[src/rtl/cal_seq_pkg.sv]
// Shared types for the calibration sequencer.
package cal_seq_pkg;

    // Sequencer phases: waiting out power-up settling, idle, calibrating.
    typedef enum logic [1:0] {
        SEQ_PU_WAIT = 2'd0,
        SEQ_IDLE    = 2'd1,
        SEQ_RUN     = 2'd2
    } seq_state_e;

endpackage

[src/rtl/cal_pu_timer.sv]
// Power-up settling timer.
// Counts enabled cycles up to 2^SHORT_W or 2^LONG_W (picked by long_sel)
// and then raises a sticky expired flag. Assumes the enable is dropped
// by the caller whenever power-down is requested. The count holds while
// disabled and does not restart.
module cal_pu_timer #(
    parameter int SHORT_W = 25,
    parameter int LONG_W  = 31
) (
    input  logic clk,
    input  logic rst_n,
    input  logic run_en,
    input  logic long_sel,
    output logic expired_o
);
    localparam int CW = LONG_W + 1;
    localparam logic [CW-1:0] SHORT_LAST = (CW'(1) << SHORT_W) - CW'(1);
    localparam logic [CW-1:0] LONG_LAST  = (CW'(1) << LONG_W) - CW'(1);

    logic [CW-1:0] cnt_q;
    logic [CW-1:0] last;

    // Terminal count for the selected delay.
    always_comb begin
        last = long_sel ? LONG_LAST : SHORT_LAST;
    end

    // Advance the count while enabled; latch expiry at the terminal count.
    always_ff @(posedge clk) begin
        if (!rst_n) begin
            cnt_q     <= '0;
            expired_o <= 1'b0;
        end else if (run_en && !expired_o) begin
            if (cnt_q >= last) begin
                expired_o <= 1'b1;
            end else begin
                cnt_q <= cnt_q + CW'(1);
            end
        end
    end

    // Expiry is sticky until the next reset.
    p_expiry_sticky_r1: assert property (@(posedge clk) disable iff (!rst_n)
        expired_o |=> expired_o);

    // Without enable, expiry cannot newly appear.
    p_frozen_when_off_r2: assert property (@(posedge clk) disable iff (!rst_n)
        (!run_en && !expired_o) |=> !expired_o);

endmodule

[src/rtl/cal_pattern_det.sv]
// Command pattern detector for the calibration pin.
// Emits a one-cycle pulse once the pin has been sampled low on PAT_LEN
// consecutive edges and then high on PAT_LEN consecutive edges. A high
// sample before the low window fills discards the low count. A low
// sample during the high window restarts qualification from that sample.
// The clear input wipes all progress; the caller holds it in power-down.
module cal_pattern_det #(
    parameter int PAT_LEN = 80
) (
    input  logic clk,
    input  logic rst_n,
    input  logic clear,
    input  logic pin_i,
    output logic seen_o
);
    localparam int CW = $clog2(PAT_LEN + 1);
    localparam logic [CW-1:0] FULL = CW'(PAT_LEN);

    logic [CW-1:0] low_cnt_q;
    logic [CW-1:0] high_cnt_q;
    logic          low_ok;

    // Low window qualified once the saturating count is full.
    always_comb begin
        low_ok = (low_cnt_q == FULL);
    end

    // Track the low window, then the high window, and pulse on completion.
    always_ff @(posedge clk) begin
        if (!rst_n || clear) begin
            low_cnt_q  <= '0;
            high_cnt_q <= '0;
            seen_o     <= 1'b0;
        end else if (!pin_i) begin
            seen_o     <= 1'b0;
            high_cnt_q <= '0;
            if (high_cnt_q != '0) begin
                low_cnt_q <= CW'(1);
            end else if (!low_ok) begin
                low_cnt_q <= low_cnt_q + CW'(1);
            end
        end else if (!low_ok) begin
            seen_o    <= 1'b0;
            low_cnt_q <= '0;
        end else if (high_cnt_q + CW'(1) == FULL) begin
            seen_o     <= 1'b1;
            low_cnt_q  <= '0;
            high_cnt_q <= '0;
        end else begin
            seen_o     <= 1'b0;
            high_cnt_q <= high_cnt_q + CW'(1);
        end
    end

    // A completed pattern is reported for one cycle only.
    p_seen_pulse_r3: assert property (@(posedge clk) disable iff (!rst_n)
        seen_o |=> !seen_o);

    // Completion is always caused by a high sample.
    p_seen_after_high_r4: assert property (@(posedge clk) disable iff (!rst_n)
        $rose(seen_o) |-> $past(pin_i));

endmodule

[src/rtl/cal_seq_fsm.sv]
// Calibration sequencing state machine.
// Launches a run from the settling timer (power-up phase only, unless the
// pin was high at power-up) or from a command pattern. Refuses to launch
// while power-down is requested, defers power-down until a run completes,
// and ends a run on the external done pulse.
module cal_seq_fsm
    import cal_seq_pkg::*;
(
    input  logic clk,
    input  logic rst_n,
    input  logic pin_i,
    input  logic pd_i,
    input  logic phase_adj_en_i,
    input  logic trim_dis_i,
    input  logic cal_done_i,
    input  logic pat_seen_i,
    input  logic timer_exp_i,
    output logic timer_en_o,
    output logic det_clear_o,
    output logic cal_run_o,
    output logic cal_start_o,
    output logic data_invalid_o,
    output logic pd_granted_o,
    output logic clk_stop_o
);
    seq_state_e state_q;
    seq_state_e state_d;
    logic       first_q;
    logic       pu_block_q;
    logic       start_now;
    logic       pu_go;

    // Launch decision: timer path only in the power-up phase.
    always_comb begin
        pu_go     = (state_q == SEQ_PU_WAIT) && timer_exp_i && !pu_block_q;
        start_now = (state_q != SEQ_RUN) && !pd_i && (pat_seen_i || pu_go);
    end

    // Next-state selection.
    always_comb begin
        state_d = state_q;
        if (start_now) begin
            state_d = SEQ_RUN;
        end else if (state_q == SEQ_RUN && cal_done_i) begin
            state_d = SEQ_IDLE;
        end
    end

    // Helper outputs to the timer and the detector.
    always_comb begin
        timer_en_o  = (state_q == SEQ_PU_WAIT) && !pd_i;
        det_clear_o = pd_granted_o;
    end

    // Capture whether the pin was high on the first edge after reset.
    always_ff @(posedge clk) begin
        if (!rst_n) begin
            first_q    <= 1'b1;
            pu_block_q <= 1'b0;
        end else if (first_q) begin
            first_q    <= 1'b0;
            pu_block_q <= pin_i;
        end
    end

    // State register and registered status outputs.
    always_ff @(posedge clk) begin
        if (!rst_n) begin
            state_q        <= SEQ_PU_WAIT;
            cal_start_o    <= 1'b0;
            data_invalid_o <= 1'b0;
            pd_granted_o   <= 1'b0;
            clk_stop_o     <= 1'b0;
        end else begin
            state_q        <= state_d;
            cal_start_o    <= start_now;
            data_invalid_o <= (state_d == SEQ_RUN);
            pd_granted_o   <= pd_i && (state_d != SEQ_RUN);
            if (start_now) begin
                clk_stop_o <= phase_adj_en_i && !trim_dis_i;
            end else if (state_d != SEQ_RUN) begin
                clk_stop_o <= 1'b0;
            end
        end
    end

    // Running flag straight from the state register.
    always_comb begin
        cal_run_o = (state_q == SEQ_RUN);
    end

    // Power-down and calibration never overlap.
    p_pd_excl_r7: assert property (@(posedge clk) disable iff (!rst_n)
        !(pd_granted_o && cal_run_o));

    // A deferred power-down is granted as the run ends.
    p_pd_deferred_r7: assert property (@(posedge clk) disable iff (!rst_n)
        (cal_run_o && cal_done_i && pd_i) |=> pd_granted_o);

    // A run holds until done.
    p_run_hold_r8: assert property (@(posedge clk) disable iff (!rst_n)
        (cal_run_o && !cal_done_i) |=> cal_run_o);

    // A run ends on the done pulse.
    p_run_end_r8: assert property (@(posedge clk) disable iff (!rst_n)
        (cal_run_o && cal_done_i) |=> !cal_run_o);

    // Data is flagged invalid for the whole run.
    p_invalid_r9: assert property (@(posedge clk) disable iff (!rst_n)
        cal_run_o |-> data_invalid_o);

    // Clock stop only inside a run.
    p_clkstop_r10: assert property (@(posedge clk) disable iff (!rst_n)
        clk_stop_o |-> cal_run_o);

    // Start strobe marks the first run cycle and lasts one cycle.
    p_start_first_r11: assert property (@(posedge clk) disable iff (!rst_n)
        cal_start_o |-> (cal_run_o && !$past(cal_run_o)));
    p_start_single_r11: assert property (@(posedge clk) disable iff (!rst_n)
        cal_start_o |=> !cal_start_o);

    // No launch follows a cycle with power-down requested.
    p_no_start_pd_r6: assert property (@(posedge clk) disable iff (!rst_n)
        pd_i |=> !cal_start_o);

endmodule

[src/rtl/cal_seq_ctrl.sv]
// Top of the converter calibration sequencer.
// Joins the power-up settling timer, the command pattern detector and the
// sequencing state machine. All logic is on one clock with a synchronous
// active-low reset that stands for power-up.
module cal_seq_ctrl #(
    parameter int SHORT_DLY_W = 25,
    parameter int LONG_DLY_W  = 31,
    parameter int PAT_LEN     = 80
) (
    input  logic clk,
    input  logic rst_n,
    input  logic cal_i,
    input  logic cal_dly_i,
    input  logic pd_i,
    input  logic phase_adj_en_i,
    input  logic trim_dis_i,
    input  logic cal_done_i,
    output logic cal_run_o,
    output logic cal_start_o,
    output logic data_invalid_o,
    output logic pd_granted_o,
    output logic clk_stop_o
);
    logic timer_en;
    logic timer_exp;
    logic det_clear;
    logic pat_seen;

    cal_pu_timer #(
        .SHORT_W (SHORT_DLY_W),
        .LONG_W  (LONG_DLY_W)
    ) timer_i (
        .clk       (clk),
        .rst_n     (rst_n),
        .run_en    (timer_en),
        .long_sel  (cal_dly_i),
        .expired_o (timer_exp)
    );

    cal_pattern_det #(
        .PAT_LEN (PAT_LEN)
    ) det_i (
        .clk    (clk),
        .rst_n  (rst_n),
        .clear  (det_clear),
        .pin_i  (cal_i),
        .seen_o (pat_seen)
    );

    cal_seq_fsm fsm_i (
        .clk            (clk),
        .rst_n          (rst_n),
        .pin_i          (cal_i),
        .pd_i           (pd_i),
        .phase_adj_en_i (phase_adj_en_i),
        .trim_dis_i     (trim_dis_i),
        .cal_done_i     (cal_done_i),
        .pat_seen_i     (pat_seen),
        .timer_exp_i    (timer_exp),
        .timer_en_o     (timer_en),
        .det_clear_o    (det_clear),
        .cal_run_o      (cal_run_o),
        .cal_start_o    (cal_start_o),
        .data_invalid_o (data_invalid_o),
        .pd_granted_o   (pd_granted_o),
        .clk_stop_o     (clk_stop_o)
    );

endmodule

[config.mk]
export PLATFORM = sky130hd
export DESIGN_NAME = cal_seq_ctrl
export DESIGN_NICKNAME = d
export VERILOG_FILES = /design/src/rtl/cal_seq_pkg.sv /design/src/rtl/cal_pu_timer.sv /design/src/rtl/cal_pattern_det.sv /design/src/rtl/cal_seq_fsm.sv /design/src/rtl/cal_seq_ctrl.sv
export SDC_FILE = /design/constraint.sdc
export NUM_CORES = 1
export LEC_CHECK = 0
export CELL_PAD_IN_SITES_DETAIL_PLACEMENT = 2
export CELL_PAD_IN_SITES_GLOBAL_PLACEMENT = 2
export CORE_MARGIN = 5
export CORE_UTILIZATION = 37
export DETAILED_ROUTE_END_ITERATION = 8
export HOLD_SLACK_MARGIN = 0.05
export MAX_ROUTING_LAYER = met4
export PLACE_DENSITY_LB_ADDON = 0.12
export SLEW_MARGIN = 0
export SYNTH_ARGS = -nofsm -noshare
export SYNTH_HDL_FRONTEND = slang
export SYNTH_SLANG_ARGS = --single-unit
[constraint.sdc]
create_clock -name clk -period 3.29 [get_ports clk]
set_input_delay 0.658 -clock clk [delete_from_list [all_inputs] [get_ports clk]]
set_output_delay 0.658 -clock clk [all_outputs]
set_load 0.05 [all_outputs]
==> results.md <==
- Setup repair after global routing missed its margin: false
- Clock net sink count: 56
- Max-cap violation count: 0
- Synthesized netlist cell count: about 350
- Worst-Margin Slew: 509.8 ps
- Maximum VDD drop: 0.1597 mV
- Crit path max-delay cell type: or4_1
- Top-Level Pins: 13
- Fmax: 0.3206 GHz
- Total clock buffers created by CTS: 5
- Clock H-tree levels: 2
- Site row count: 32
- Final total power: 0.001157 W
- Crit path buffers/inverters: 3
- Number of global-route vias before repair: 3000
- Width of the die: 98.84 um
- Area of all placed cells without fillers: 3343 um2
- Setup-failing EPs final: 0
- Root Buffer Master: clkbuf_8
- Post-Syn Area per Cell: 8.440 um2
- Area fraction of the dominant cell type after synthesis: 0.3839
- Layout overhead on the synthesized area: 14.48%
- Final HPWL from detailed placement: slightly above 6000 um
- Sequential cell area fraction in the yosys report: 0.3839
- Worst slew slack as a fraction of its limit: 0.6590
- NumNets Final: slightly below 400
- Post-detailed-route count of antenna-violating nets: 0
- Post-CTS sizing: 0
- Layout filler cell count: 884
- TritonCTS clock tree: yes
- Power density over cell area: approximately 350 nW/um2
- Ant. Diodes: 0
- Crit path time final: approximately 3100 ps
- Most common flop cell mapped by yosys: dfxtp_1
- Required time reported for the critical path endpoint: 3530 ps
- Share of post-route cells with drive strength above 1: 0.1005
- CP cell instances: clkdlybuf4s50_1 -> inv_1 -> ha_1 -> a21o_1 -> a211o_1 -> or3_1 -> buf_4 -> or4_1 -> a21oi_1
- Via Count: 2808
- Asr flop ratio synth: 0
- Clock transition at the registers of the reported paths: about 110 ps
- Starting density of the core: 0.3779
- Leakage power: 1.112 nW
- Violation count after the first detailed-routing iteration: 84
- Outcome: finished, final reports clean
- Largest buffer count on any clock path: 2
- Leading cell type by number of instances after synthesis: dfxtp_1
- Post-synthesis net count: ~370
- Vertical die dimension: about 99 um
- Crit Path Category: input pin to flop
- Critical Path Fanout Max: 15
- Hold Crit Class: flop to flop
- Top post-synthesis cells by count: dfxtp_1, a21oi_1, nand3_1
- Maximum number of pins on one net before global-route repair: 35
- Final weighted congestion of routability-driven global placement: 0.7653
- Post-layout util: 0.4326
- Floorplan die area: 9769 um2
- Number of non-filler instances in the completed layout: 470
- Number of pins exceeding their max-slew limit in the final report: 0
- Inst Count DP: 462
- Post-placement cell area: ~3300 um2
- Via density per instance: 5.974
- Critical path's largest stage delay: around 500 ps
- Area leader, netlist: dfxtp_1
- Area of the mapped netlist: 2920 um2
- Final WL: between 8000 and 9000 um
- Congestion Overflow GR: 0
- Leading cell types by total area after synthesis: dfxtp_1, a21oi_1, or4_1, ha_1, nand3_1
- Count of unresolved DRC violations after routing: 0
- Drt wl/cell: roughly 18 um
- Crit path DAT: ~3400 ps
- Global-route wire length before repair: 14580 um
- Yosys cell types: 51
- Total global-route track usage: 0.1830
- Register bit count reported by yosys: 56
- Number of hold-repair buffers added at the cts stage: 0
- Detailed-router iteration count before antenna repair: 4
- Maximum clock skew at final layout: about 5.4 ps
- Endpoint kind of the worst setup timing path: flop
- Family with the most delay on the worst path: simple AND/OR/NAND/NOR gates
- Final Hold Viols: 0
- EDFF count, synth: 0
- Worst-Skew Late Latency: approximately 310 ps
- Number of buffers inserted to repair setup after CTS: 0
- Startpoint types: input pin
- Core box area: a little under 8000 um2
- Number of warning messages in the yosys log: 0
- Number of antenna violations at the first check in global routing: 0
- Final period util: 0.9481
- Port Buf Inserts: 12
## metal layers
layer  up-vias  GRT usage  share of wire
li1       1367          -              -
met1      1411     0.2213           0.45
met2        21     0.3244           0.52
met3         9    0.02335          0.015
met4         0    0.03887          0.012
met5         -          -              0
## placed cells by master (no fill, tap or decap), drive strengths merged, types with 4 or more instances in the layout
master         netlist  final
ha                  11     11
a21oi               35     35
nor3                 6      6
xor2                 4      4
nand2               23     23
nor4                 6      6
o21ai               12     12
nand2b               7      7
nand4               11     11
or3                  7      7
xnor2                4      4
inv                  8      9
and3                 8      8
dfxtp               56     56
clkdlybuf4s50        0     12
buf                  4     17
or4                 25     25
nor2                23     23
clkbuf              11      5
mux2i                5      5
nand3               27     27
o31ai               18     18
## logic make-up after synthesis
group | count (synthesis) | share of synthesized area
simple gates | 160 | 0.3226
flops | 56 | 0.3839
xor+xnor | 8 | 0.02399
fa+ha+maj | 11 | 0.04713
buf+inv | 24 | 0.03256
compound gates | 82 | 0.1727
mux | 5 | 0.01714
## final cells by class
type | count | area (um2) | share of cell area
Clock buffer | 5 | 68.82 | 0.02058
Clock inverter | 3 | 21.27 | 0.006362
Inverter | 9 | 33.78 | 0.01010
Multi-Input combinational cell | 266 | 1710 | 0.5116
Sequential cell | 56 | 1121 | 0.3353
Tap cell | 102 | 127.6 | 0.03817
Timing Repair Buffer | 29 | 260.3 | 0.07784
## registers in the layout (all words and copies together), names as in the netlist, 2 cells and up
signal,flops
timer_i.cnt_q,32
det_i.high_cnt_q,7
det_i.low_cnt_q,7
fsm_i.state_q,2
## worst paths after layout
kind                            slack [ps]  depth (start not counted)                        endpoint                      startpoint
worst min register to register         490                          2  timer_i.cnt_q[31]$_SDFFE_PN0P_  timer_i.cnt_q[31]$_SDFFE_PN0P_
worst max-delay path                   170                          9  timer_i.cnt_q[26]$_SDFFE_PN0P_                       cal_dly_i
worst min-delay path                   490                          2  timer_i.cnt_q[31]$_SDFFE_PN0P_  timer_i.cnt_q[31]$_SDFFE_PN0P_
worst max register to register         700                          7  timer_i.cnt_q[26]$_SDFFE_PN0P_  timer_i.cnt_q[29]$_SDFFE_PN0P_
## worst reg2reg max path: stages (launching register included)
cell,delay [ps]
dfxtp_1,410
ha_1,270
a21o_1,170
a211o_1,350
or3_1,420
buf_4,220
or4_1,510
a21oi_1,160
## report_power, final
| part | switching [W] | total (W) | internal [W] |
|---|---|---|---|
| clock | 0.000250 | 0.000402 | 0.000152 |
| sequential | 0.00000536 | 0.000688 | 0.000683 |
| combinational | 0.0000408 | 0.0000669 | 0.0000261 |
| total | 0.000296 | 0.00116 | 0.000861 |
## stage by stage
stage / TNS, ps / hold slack, ps / setup slack (ps)
detailed placement: -2175 / 473.6 / -181.6
CTS: 0 / 499.8 / 146.8
global placement: -422.5 / 458.0 / -65.02
global route: 0 / 529.9 / 49.65
finish: 0 / 490.1 / 170.8
floorplan: 0 / 439.2 / 423.1
Note: power is estimated with default switching activity, not from simulation.
